### src/rtl/swl_pkg.sv
package swl_pkg;
  // Smallest legal word length; codes 1..MIN-1 are reserved
  localparam int unsigned SWL_MIN_LEN = 4;

  typedef enum logic {
    ORDER_MSB = 1'b0,
    ORDER_LSB = 1'b1
  } order_e;
endpackage

### src/rtl/swl_len_decode.sv
module swl_len_decode #(
  parameter int unsigned DATA_W = 16,
  parameter int unsigned CODE_W = 4,
  localparam int unsigned CNT_W = $clog2(DATA_W + 1)
) (
  input  logic [CODE_W-1:0] code_i,
  output logic [CNT_W-1:0]  len_o,
  output logic              valid_o
);
  import swl_pkg::*;

  logic [31:0] code_w;
  assign code_w = 32'(code_i);

  always_comb begin
    if (code_w == 32'd0) begin
      len_o   = CNT_W'(DATA_W);
      valid_o = 1'b1;
    end else begin
      len_o   = CNT_W'(code_w);
      valid_o = (code_w >= SWL_MIN_LEN) && (code_w < DATA_W);
    end
  end
endmodule

### src/rtl/swl_bit_sequencer.sv
module swl_bit_sequencer #(
  parameter int unsigned DATA_W = 16,
  localparam int unsigned CNT_W = $clog2(DATA_W + 1),
  localparam int unsigned IDX_W = $clog2(DATA_W)
) (
  input  logic             clk,
  input  logic             rst,
  input  logic             start_i,
  input  logic             valid_i,
  input  logic [CNT_W-1:0] len_i,
  input  logic             lsb_first_i,
  input  logic             bit_en_i,
  output logic             load_o,
  output logic             step_o,
  output logic             last_o,
  output logic [IDX_W-1:0] first_idx_o,
  output logic [IDX_W-1:0] idx_o,
  output logic [IDX_W-1:0] idx_nxt_o,
  output logic [CNT_W-1:0] len_q_o,
  output logic             busy_o,
  output logic             done_o
);
  import swl_pkg::*;

  logic             busy_q, done_q;
  logic [CNT_W-1:0] rem_q, len_q;
  logic [IDX_W-1:0] idx_q;
  order_e           order_q;

  assign load_o      = start_i && !busy_q && valid_i;
  assign step_o      = bit_en_i && busy_q;
  assign last_o      = (rem_q == CNT_W'(1));
  assign first_idx_o = lsb_first_i ? '0 : IDX_W'(len_i - CNT_W'(1));
  assign idx_nxt_o   = (order_q == ORDER_LSB) ? idx_q + IDX_W'(1) : idx_q - IDX_W'(1);
  assign idx_o       = idx_q;
  assign len_q_o     = len_q;
  assign busy_o      = busy_q;
  assign done_o      = done_q;

  always_ff @(posedge clk) begin
    if (rst) begin
      busy_q  <= 1'b0;
      done_q  <= 1'b0;
      rem_q   <= '0;
      len_q   <= '0;
      idx_q   <= '0;
      order_q <= ORDER_MSB;
    end else begin
      done_q <= 1'b0;
      if (load_o) begin
        busy_q  <= 1'b1;
        rem_q   <= len_i;
        len_q   <= len_i;
        idx_q   <= first_idx_o;
        order_q <= order_e'(lsb_first_i);
      end else if (step_o) begin
        rem_q <= rem_q - CNT_W'(1);
        idx_q <= idx_nxt_o;
        if (last_o) begin
          busy_q <= 1'b0;
          done_q <= 1'b1;
        end
      end
    end
  end


  done_one_cycle_chk: assert property (@(posedge clk) disable iff (rst)
    done_q |=> !done_q);


  hold_without_strobe_chk: assert property (@(posedge clk) disable iff (rst)
    busy_q && !bit_en_i |=> busy_q && $stable(idx_q));


  start_ignored_busy_chk: assert property (@(posedge clk) disable iff (rst)
    busy_q && start_i |=> $stable(len_q) && $stable(order_q));
endmodule

### src/rtl/swl_shift_datapath.sv
module swl_shift_datapath #(
  parameter int unsigned DATA_W = 16,
  localparam int unsigned IDX_W = $clog2(DATA_W)
) (
  input  logic              clk,
  input  logic              rst,
  input  logic              load_i,
  input  logic              step_i,
  input  logic              last_i,
  input  logic [IDX_W-1:0]  first_idx_i,
  input  logic [IDX_W-1:0]  idx_i,
  input  logic [IDX_W-1:0]  idx_nxt_i,
  input  logic [DATA_W-1:0] tx_word_i,
  input  logic              sdi_i,
  output logic              sdo_o,
  output logic [DATA_W-1:0] rx_word_o
);
  logic [DATA_W-1:0] tx_q, rx_acc_q, rx_q;
  logic              sdo_q;
  logic [DATA_W-1:0] rx_with_bit;

  assign rx_with_bit = rx_acc_q | (DATA_W'(sdi_i) << idx_i);
  assign sdo_o       = sdo_q;
  assign rx_word_o   = rx_q;

  always_ff @(posedge clk) begin
    if (rst) begin
      tx_q     <= '0;
      rx_acc_q <= '0;
      rx_q     <= '0;
      sdo_q    <= 1'b0;
    end else if (load_i) begin
      tx_q     <= tx_word_i;
      rx_acc_q <= '0;
      sdo_q    <= tx_word_i[first_idx_i];
    end else if (step_i) begin
      rx_acc_q <= rx_with_bit;
      if (last_i) begin
        rx_q <= rx_with_bit;
      end else begin
        sdo_q <= tx_q[idx_nxt_i];
      end
    end
  end


  sdo_stable_chk: assert property (@(posedge clk) disable iff (rst)
    !load_i && !step_i |=> $stable(sdo_q));


  tx_latched_chk: assert property (@(posedge clk) disable iff (rst)
    !load_i |=> $stable(tx_q));
endmodule

### src/rtl/serial_word_shifter.sv
module serial_word_shifter #(
  parameter int unsigned DATA_W = 16,
  parameter int unsigned CODE_W = 4,
  localparam int unsigned CNT_W = $clog2(DATA_W + 1),
  localparam int unsigned IDX_W = $clog2(DATA_W)
) (
  input  logic              clk,
  input  logic              rst,
  input  logic              start_i,
  input  logic [CODE_W-1:0] len_code_i,
  input  logic              lsb_first_i,
  input  logic [DATA_W-1:0] tx_word_i,
  input  logic              bit_en_i,
  input  logic              sdi_i,
  output logic              sdo_o,
  output logic              busy_o,
  output logic              done_o,
  output logic [DATA_W-1:0] rx_word_o
);
  logic [CNT_W-1:0] len_dec, len_q;
  logic             code_ok, load, step, last;
  logic [IDX_W-1:0] first_idx, idx, idx_nxt;

  swl_len_decode #(.DATA_W(DATA_W), .CODE_W(CODE_W)) u_dec (
    .code_i (len_code_i),
    .len_o  (len_dec),
    .valid_o(code_ok)
  );

  swl_bit_sequencer #(.DATA_W(DATA_W)) u_seq (
    .clk        (clk),
    .rst        (rst),
    .start_i    (start_i),
    .valid_i    (code_ok),
    .len_i      (len_dec),
    .lsb_first_i(lsb_first_i),
    .bit_en_i   (bit_en_i),
    .load_o     (load),
    .step_o     (step),
    .last_o     (last),
    .first_idx_o(first_idx),
    .idx_o      (idx),
    .idx_nxt_o  (idx_nxt),
    .len_q_o    (len_q),
    .busy_o     (busy_o),
    .done_o     (done_o)
  );

  swl_shift_datapath #(.DATA_W(DATA_W)) u_dp (
    .clk        (clk),
    .rst        (rst),
    .load_i     (load),
    .step_i     (step),
    .last_i     (last),
    .first_idx_i(first_idx),
    .idx_i      (idx),
    .idx_nxt_i  (idx_nxt),
    .tx_word_i  (tx_word_i),
    .sdi_i      (sdi_i),
    .sdo_o      (sdo_o),
    .rx_word_o  (rx_word_o)
  );


  reserved_start_chk: assert property (@(posedge clk) disable iff (rst)
    !busy_o && start_i && !code_ok |=> !busy_o);


  upper_zero_chk: assert property (@(posedge clk) disable iff (rst)
    done_o |-> ((rx_word_o >> len_q) == '0));


  done_idle_chk: assert property (@(posedge clk) disable iff (rst)
    done_o |-> !busy_o);
endmodule

### config.mk
export PLATFORM = sky130hd
export DESIGN_NAME = serial_word_shifter
export DESIGN_NICKNAME = d
export VERILOG_FILES = /design/src/rtl/swl_pkg.sv /design/src/rtl/swl_len_decode.sv /design/src/rtl/swl_bit_sequencer.sv /design/src/rtl/swl_shift_datapath.sv /design/src/rtl/serial_word_shifter.sv
export SDC_FILE = /design/constraint.sdc
export NUM_CORES = 1
export LEC_CHECK = 0
export BUFFER_PORTS_ARGS = -buffer_cell sky130_fd_sc_hd__buf_2
export CAP_MARGIN = 20
export CELL_PAD_IN_SITES_DETAIL_PLACEMENT = 1
export CELL_PAD_IN_SITES_GLOBAL_PLACEMENT = 1
export CORE_UTILIZATION = 38
export DETAILED_ROUTE_END_ITERATION = 8
export PLACE_DENSITY_LB_ADDON = 0.05
export SYNTH_ARGS = -nofsm -noshare
export SYNTH_HDL_FRONTEND = slang
export SYNTH_SLANG_ARGS = --single-unit
### constraint.sdc
create_clock -name clk -period 2 [get_ports clk]
set_input_delay 0.2 -clock clk [delete_from_list [all_inputs] [get_ports clk]]
set_output_delay 0.2 -clock clk [all_outputs]
set_load 0.01 [all_outputs]
==> results of run 1 <==
-- logic make-up (layout without fill, tap and decap cells) --
family | after synthesis | after routing | share of synthesized area
and+or+nand+nor | 127 | 127 | 0.187
AOI/OAI and AO/OA | 100 | 100 | 0.206
DFF | 61 | 61 | 0.422
buffers and inverters | 36 | 93 | 0.0584
muxes | 12 | 12 | 0.0675
xor gates and xnor gates | 8 | 8 | 0.0307
adders and majority gates | 6 | 6 | 0.0286
-- sequential cells by signal, summed over array words and instances (netlist names) --
signal and cells:
u_seq.done_o 1, u_seq.rem_q 5, u_dp.sdo_o 1, u_dp.rx_word_o 16, u_seq.order_q 1, u_seq.idx_o 4
u_dp.tx_q 16, u_dp.rx_acc_q 16, u_seq.busy_o 1
-- placed cells by master, fill, tap and decap left out, types with 3 or more instances in the layout --
| master | synthesis | final |
|---|---|---|
| mux2i_1 | 6 | 6 |
| mux4_1 | 3 | 3 |
| ha_1 | 5 | 5 |
| bufinv_16 | 0 | 3 |
| inv_1 | 12 | 11 |
| o21ai_0 | 14 | 14 |
| clkbuf_8 | 0 | 9 |
| nor3_1 | 7 | 7 |
| buf_2 | 12 | 44 |
| nand2_1 | 41 | 41 |
| and2_1 | 3 | 3 |
| dfxtp_1 | 61 | 58 |
| o22ai_1 | 12 | 12 |
| buf_12 | 0 | 3 |
| a21oi_1 | 50 | 50 |
| and3_1 | 3 | 3 |
| buf_4 | 1 | 18 |
| xnor2_1 | 6 | 6 |
| a211oi_1 | 7 | 7 |
| dfxtp_2 | 0 | 3 |
| nand3_1 | 8 | 8 |
| nor2_1 | 55 | 55 |
-- per-stage QoR --
step           TNS [ns]  worst slack [ns]  utilization  hold slack [ns]  area [um2]
2_1_floorplan         0            0.0172            -            0.336        2900
3_3_place_gp          0            0.0411        0.456            0.446        3330
3_5_place_dp    -0.0360           -0.0360        0.456            0.447        3330
4_1_cts         -0.0512           -0.0512        0.489            0.100        3570
5_1_grt          -0.121            -0.121        0.490            0.114        3570
6_report        -0.0328           -0.0328        0.490            0.102        3570
-- area by class of cell --
type / instances / share of cell area
Sequential cell: 61 / 0.343
Clock inverter: 6 / 0.0312
Timing Repair Buffer: 65 / 0.116
Tap cell: 99 / 0.0347
Clock buffer: 10 / 0.0357
Inverter: 12 / 0.0133
Multi-Input combinational cell: 253 / 0.426
-- power by group --
group | switching [W] | internal (W)
Combinational | 0.000307 | 0.000240
Clock | 0.000516 | 0.000828
Sequential | 0.0000472 | 0.00127
Total | 0.000870 | 0.00234
-- cell usage after synthesis (3+ instances only) --
library cell / number / share of area
mux4_1: 3 / 0.027
nand2_1: 41 / 0.053
clkbuf_1: 8 / 0.010
nor2_1: 55 / 0.071
ha_1: 5 / 0.022
a21oi_1: 50 / 0.087
dfxtp_1: 61 / 0.42
and3_1: 3 / 0.0065
a211oi_1: 7 / 0.018
xnor2_1: 6 / 0.018
and2_1: 3 / 0.0065
o21ai_0: 14 / 0.024
o22ai_1: 12 / 0.026
nor3_1: 7 / 0.012
nand3_1: 8 / 0.014
mux2i_1: 6 / 0.021
buf_2: 12 / 0.021
inv_1: 12 / 0.016
-- per-layer routing --
| metal | GRT usage | share of wire | up-vias | wire length [um] |
|---|---|---|---|---|
| met1 | 0.290 | 0.50 | 1302 | 4080 |
| met2 | 0.367 | 0.46 | 36 | 3730 |
| li1 | - | - | 1331 | - |
| met5 | 0 | 0 | - | 0 |
| met3 | 0.0434 | 0.023 | 10 | 183 |
| met4 | 0.0750 | 0.012 | 0 | 94 |
-- repair_timing --
action	CTS	global route
pin swaps	0	1
resized for setup	0	3
buffers inserted	0	0
hold endpoints to repair	0	0
endpoints found under the setup margin	1	5
hold buffers	0	0
-- worst min path at each step --
stage,cells after the start,to,start
2_1_floorplan,2,u_dp.tx_q[0],tx_word_i[0]
3_3_place_gp,2,u_dp.tx_q[0],u_dp.tx_q[0]
3_5_place_dp,2,u_dp.tx_q[13],u_dp.tx_q[13]
4_1_cts,3,u_dp.tx_q[11],tx_word_i[11]
5_1_grt,3,u_dp.tx_q[12],tx_word_i[12]
6_report,3,u_dp.tx_q[11],tx_word_i[11]
-- critical path, cell delays in order, from the launching register on --
cell and delay [ns]:
dfxtp_2 0.35, inv_4 0.04, fa_2 0.64, mux4_1 0.33
mux2i_1 0.14, mux2i_1 0.10, a221oi_2 0.25, o21ai_1 0.08
==> out/results.txt, run 1 <==
Outcome = complete, but fails checks
Failing checks = negative setup slack
CTS tree = built
First-pass GRT wire length = 13100 um
Worst skew pair latency = 0.34 ns
Vias = 2679
RSZ-0062 raised after global routing = yes
CP Capture Point = u_dp.sdo_o
Die ar. = 7960 um2
Register bit total from synthesis = 61
Wirelength per Cell = 16.0 um
Chip width = 89.2 um
Final wirelength = 8090 um
Die Ht = 89.2 um
Reg-to-Reg Start = u_seq.idx_o[0]
Critical Path End Type = flop
FILL cells = 903
Setup WS post-layout = -0.0328 ns
Gate Count Post-Synth = 350
Antenna-violating nets left = 0
Io pins = 45
CTS Buf Count = 9
Worst R2R End = u_dp.sdo_o
Area of the multi-input gates = 1520 um2
CP Data Arrival Time = 2.26 ns
H-tree levels = 3
Vias in the first global route = 2614
Synth Cell Area = 2890 um2
Worst R2R Setup Slack = -0.03 ns
Final Skew = 0.0101 ns
YS warnings = 0
Kind of critical path = reg -> reg
Critical Path Start = u_seq.idx_o[0]
Reg2Reg Depth = 7
Clk buf depth = 2
Fraction of layout cells with a size suffix above 1 = 0.233
Max FO, Critical Path = 5
GRT Total Usage = 0.222
Syn_nets = 382
Number of flops mapped to enable cells by yosys = 0
Pwr Total = 0.00321 W
Hpwl dp = 5980 um
Worst Tran Pin Value = 0.456 ns
Max transition margin = 0.693
Nets@finish = 434
RePlAce Congestion = 0.769
Worst VDD drop = 414 uV
Finished Layout Cells = 506
Clock transition at the registers of the reported paths = 0.07 ns
# diodes = 0
Post-Syn Area per Cell = 8.26 um2
Tmin final = 2.03 ns
DRC violations left = 0
Primary FF master, synth = dfxtp_1
Iter 0 DRT Violations = 89
Power per Cell Area = 897 nW/um2
Number of hold violations in the final report = 0
Setup violators final = 1
Max Slew Vio Count = 0
Critical path required time = 2.23 ns
Max Clock Freq = 492 MHz
Area Growth Syn to Fin = 23.6%
Vias per cell = 5.29
Post-synth cell types = 45
DRT Pass-1 Iters = 7
Port buffer count = 44
Root buffer cell = clkbuf_8
Remaining Overflow, GRT = 0
Initial Util = 0.397
HP Class = in -> reg
Core ar. = 7290 um2
Startpoint Class = flop
Final period util = 1.02
Row cnt = 31
Post-synthesis sequential area ratio = 0.422
Leakage = 1.45 nW
Max cap viols = 0
Sink Count = 61
FF+latch area = 1220 um2
Initial antenna violation count = 0
Post-synth ARST share = 0
Placed cells = 490
Largest net degree at the start of global routing = 23
Note: power is estimated with default switching activity, not from simulation.
==> inputs of run 2 (changes only) <==
--- a/config.mk
+++ b/config.mk
@@ -5,11 +5,12 @@
 export SDC_FILE = /design/constraint.sdc
 export NUM_CORES = 1
 export LEC_CHECK = 0
+export ABC_AREA = 1
 export BUFFER_PORTS_ARGS = -buffer_cell sky130_fd_sc_hd__buf_2
 export CAP_MARGIN = 20
 export CELL_PAD_IN_SITES_DETAIL_PLACEMENT = 1
 export CELL_PAD_IN_SITES_GLOBAL_PLACEMENT = 1
-export CORE_UTILIZATION = 38
+export CORE_UTILIZATION = 37
 export DETAILED_ROUTE_END_ITERATION = 8
 export PLACE_DENSITY_LB_ADDON = 0.05
 export SYNTH_ARGS = -nofsm -noshare
==> run 2 against run 1 <==
  * The flow now finishes without violations
  * Largest power group is now registers
  * Sequential share of layout area about the same
  * Synthesized cell count increased by 20%
  * Core utilization decreased by 3.3 points
==> out/results.txt, run 2 <==
Outcome = finished, final reports clean (was complete, but fails checks)
First-pass GRT wire length = 13700 um (was 13100 um)
Iter 0 DRT Violations = 123 (was 89)
CTS tree = built (unchanged)
Post-synth cell types = 35 (was 45)
Critical Path End Type = flop (unchanged)
Initial antenna violation count = 0 (unchanged)
Crit path max-delay family = adder cells (unchanged)
Setup violators final = 0 (was 1)
Seq pwr share = 0.439 (was 0.411)
Hpwl dp = 6120 um (was 5980 um)
Hold depth = 2 (was 3)
Reg-to-Reg Start = u_seq.idx_o[1] (was u_seq.idx_o[0])
Startpoint Class = flop (unchanged)
Vias in the first global route = 2858 (was 2614)
Leakage = 1.59 nW (was 1.45 nW)
Synth Cell Area = 3010 um2 (was 2890 um2)
Nets@finish = 503 (was 434)
Tmin final = 1.82 ns (was 2.03 ns)
Post-Syn Area per Cell = 7.19 um2 (was 8.26 um2)
Gate Count Post-Synth = 419 (was 350)
Worst R2R End = u_dp.sdo_o (unchanged)
Worst R2R Setup Slack = 0.18 ns (was -0.03 ns)
Max FO, Critical Path = 4 (was 5)
Worst Tran Pin Value = 0.447 ns (was 0.456 ns)
Root buffer cell = clkbuf_8 (unchanged)
Reg2Reg Depth = 11 (was 7)
Final Skew = 0.00626 ns (was 0.0101 ns)
Clk buf depth = 2 (unchanged)
Post-Synth Simple-Gate Area = 0.238 (was 0.186)
Most common cell after layout, fill and taps aside = nand2_1 (was dfxtp_1)
Max transition margin = 0.701 (was 0.693)
Post-synth top area share = 0.405 (was 0.422)
Power per Cell Area = 834 nW/um2 (was 897 nW/um2)
Syn_nets = 451 (was 382)
Area Growth Syn to Fin = 18.5% (was 23.6%)
Hold slack = 0.144 ns (was 0.102 ns)
Post-synthesis sequential area ratio = 0.405 (was 0.422)
Sw Share = 0.299 (was 0.271)
Worst VDD drop = 374 uV (was 414 uV)
Remaining Overflow, GRT = 0 (unchanged)
HP Start = rst (was tx_word_i[11])
Largest family of logic cells by synthesized area = simple AND/OR/NAND/NOR gates (was compound AO/OA/AOI/OAI gates)
Final wirelength = 8090 um (unchanged)
CTS Hold Buffers Added = 0 (unchanged)
DRC violations left = 0 (unchanged)
DRT Pass-1 Iters = 4 (was 7)
Synth cell count leaders = 71 x nand2_1, 61 x dfxtp_1, 61 x inv_1 (was 61 x dfxtp_1, 55 x nor2_1, 50 x a21oi_1)
Number of flops mapped to enable cells by yosys = 0 (unchanged)
Most used cells in the layout excluding fill and tap cells = 71 x nand2_1, 61 x inv_1, 60 x dfxtp_1, 44 x buf_2 (was 58 x dfxtp_1, 55 x nor2_1, 50 x a21oi_1, 44 x buf_2, 41 x nand2_1)
Wirelength per Cell = 14.0 um (was 16.0 um)
Synth Area in Compound Gates = 0.201 (was 0.206)
Crit path cell chain = inv_1, fa_2, buf_4, nand3_1, nand2_1, nand2_1, nand3_1, nand3_1, nand2_1, inv_1, a21oi_1 (was inv_4, fa_2, mux4_1, mux2i_1, mux2i_1, a221oi_2, o21ai_1)
Synth top area cells = dfxtp_1 41%, nand2_1 8.8%, inv_1 7.6%, nand3_1 6.8%, o21ai_0 6.8% (was dfxtp_1 42%, a21oi_1 8.7%, nor2_1 7.1%, nand2_1 5.3%, mux4_1 2.7%)
Most common cell in the synthesized netlist = nand2_1 (was dfxtp_1)
Initial Util = 0.386 (was 0.397)
Post-synth ARST share = 0 (unchanged)
H-tree levels = 3 (unchanged)
Chip width = 92.2 um (was 89.2 um)
Final period util = 0.911 (was 1.02)
WP buf/inv = 3 (was 1)
P_sw = 0.000889 W (was 0.000870 W)
Cell-internal power = 0.00209 W (was 0.00234 W)
Largest net degree at the start of global routing = 36 (was 23)
# diodes = 0 (unchanged)
HP Class = in -> reg (unchanged)
CTS Buf Count = 9 (unchanged)
Max Clock Freq = 549 MHz (was 492 MHz)
Max Slew Vio Count = 0 (unchanged)
Vias = 2871 (was 2679)
Synth Area in XOR/XNOR = 0.0174 (was 0.0307)
Comb pwr share = 0.197 (was 0.170)
Max cap viols = 0 (unchanged)
Port buffer count = 44 (unchanged)
Register bit total from synthesis = 61 (unchanged)
Largest stage delay, worst path = 0.63 ns (was 0.64 ns)
GRT Total Usage = 0.203 (was 0.222)
YS warnings = 0 (unchanged)
Antenna-violating nets left = 0 (unchanged)
RePlAce Congestion = 0.813 (was 0.769)
FILL cells = 1041 (was 903)
Worst skew pair latency = 0.33 ns (was 0.34 ns)
Post-synthesis mux area share = 0 (was 0.0675)
Final core occ = 0.457 (was 0.490)
Core ar. = 7810 um2 (was 7290 um2)
Die ar. = 8510 um2 (was 7960 um2)
Post-synthesis adder-cell area fraction = 0.0274 (was 0.0286)
Hold Crit Endpoint = u_seq.done_o (was u_dp.tx_q[11])
Clock group share of total power = 0.364 (was 0.419)
Primary FF master, synth = dfxtp_1 (unchanged)
Number of hold violations in the final report = 0 (unchanged)
RSZ-0062 raised after global routing = no (was yes)
Vias per cell = 4.97 (was 5.29)
Kind of critical path = reg -> reg (unchanged)
Clock transition at the registers of the reported paths = 0.07 ns (about the same)
Row cnt = 32 (was 31)
Fraction of layout cells with a size suffix above 1 = 0.210 (was 0.233)
Cell at the slowest stage of the critical path = fa_2 (unchanged)
Sink Count = 61 (unchanged)
Io pins = 45 (unchanged)
CP Data Arrival Time = 2.09 ns (was 2.26 ns)
Dominant cell type by area after synthesis = dfxtp_1 (unchanged)
TNS Setup = 0 ns (was -0.0328 ns)
Die Ht = 92.2 um (was 89.2 um)
Critical path required time = 2.27 ns (was 2.23 ns)
[run 2: changes by cell type after synthesis, moves of 9 or more]
cell	delta
nand2_1	+30
inv_1	+49
nor2_1	-28
o21ai_2	+10
o22ai_1	-9
nand3_1	+33
a21oi_1	-15
o21ai_0	+27
[run 2: stage by stage]
step / cell area (um2) / setup slack [ns] / total power [W] / instances
after floorplan: 3010 / 0.247 / 0.00172 / 419
after global placement: 3360 / 0.177 / 0.00188 / 560
after detailed placement: 3360 / 0.0987 / 0.00190 / 560
after CTS: 3550 / 0.0853 / 0.00299 / 576
after global routing: 3570 / 0.0167 / 0.00315 / 578
final: 3570 / 0.177 / 0.00298 / 578
[run 2: metal layers]
layer	share of wire	track usage	vias to the layer above
li1	-	-	1472
met1	0.48	0.258	1350
met2	0.48	0.349	40
met3	0.027	0.0423	9
met4	0.0088	0.0508	0
met5	0	0	-
[run 2: timing repair]
action | CTS | global route
endpoints found under the hold margin | 0 | 0
setup endpoints to repair | 0 | 1
resized for setup | 0 | 3
buffers inserted | 0 | 2
[run 2: cell families after synthesis]
family,after synthesis
compound gates,104
simple gates,160
flops,61
xor+xnor,6
buf+inv,82
fa+ha+maj,6
[run 2: worst max-delay path by stage]
stage | start | endpoint | slack [ns] | cells past startpoint
2_1_floorplan | u_seq.idx_o[1] | u_dp.sdo_o | 0.25 | 11
3_3_place_gp | u_seq.idx_o[0] | u_dp.sdo_o | 0.18 | 11
3_5_place_dp | u_seq.idx_o[0] | u_dp.sdo_o | 0.1 | 11
4_1_cts | u_seq.idx_o[0] | u_dp.sdo_o | 0.09 | 11
5_1_grt | u_seq.idx_o[1] | u_dp.sdo_o | 0.02 | 11
6_report | u_seq.idx_o[1] | u_dp.sdo_o | 0.18 | 11
[run 2: cell type report]
cell class / instances / area [um2] / area share
clock inverters: 4 / 47.5 / 0.0133
inverters: 67 / 254 / 0.0712
multi-input cells: 276 / 1460 / 0.410
flip-flops and latches: 61 / 1220 / 0.342
well taps: 102 / 128 / 0.0358
clock buffers: 12 / 145 / 0.0407
repair buffers: 56 / 310 / 0.0869
[run 2: power by group through the flow]
stage               clock [W]  sequential (W)  combinational, W
floorplan                   0         0.00133          0.000397
global placement            0         0.00133          0.000549
detailed placement          0         0.00133          0.000566
CTS                   0.00112         0.00131          0.000570
global route          0.00117         0.00131          0.000668
finish                0.00108         0.00131          0.000585
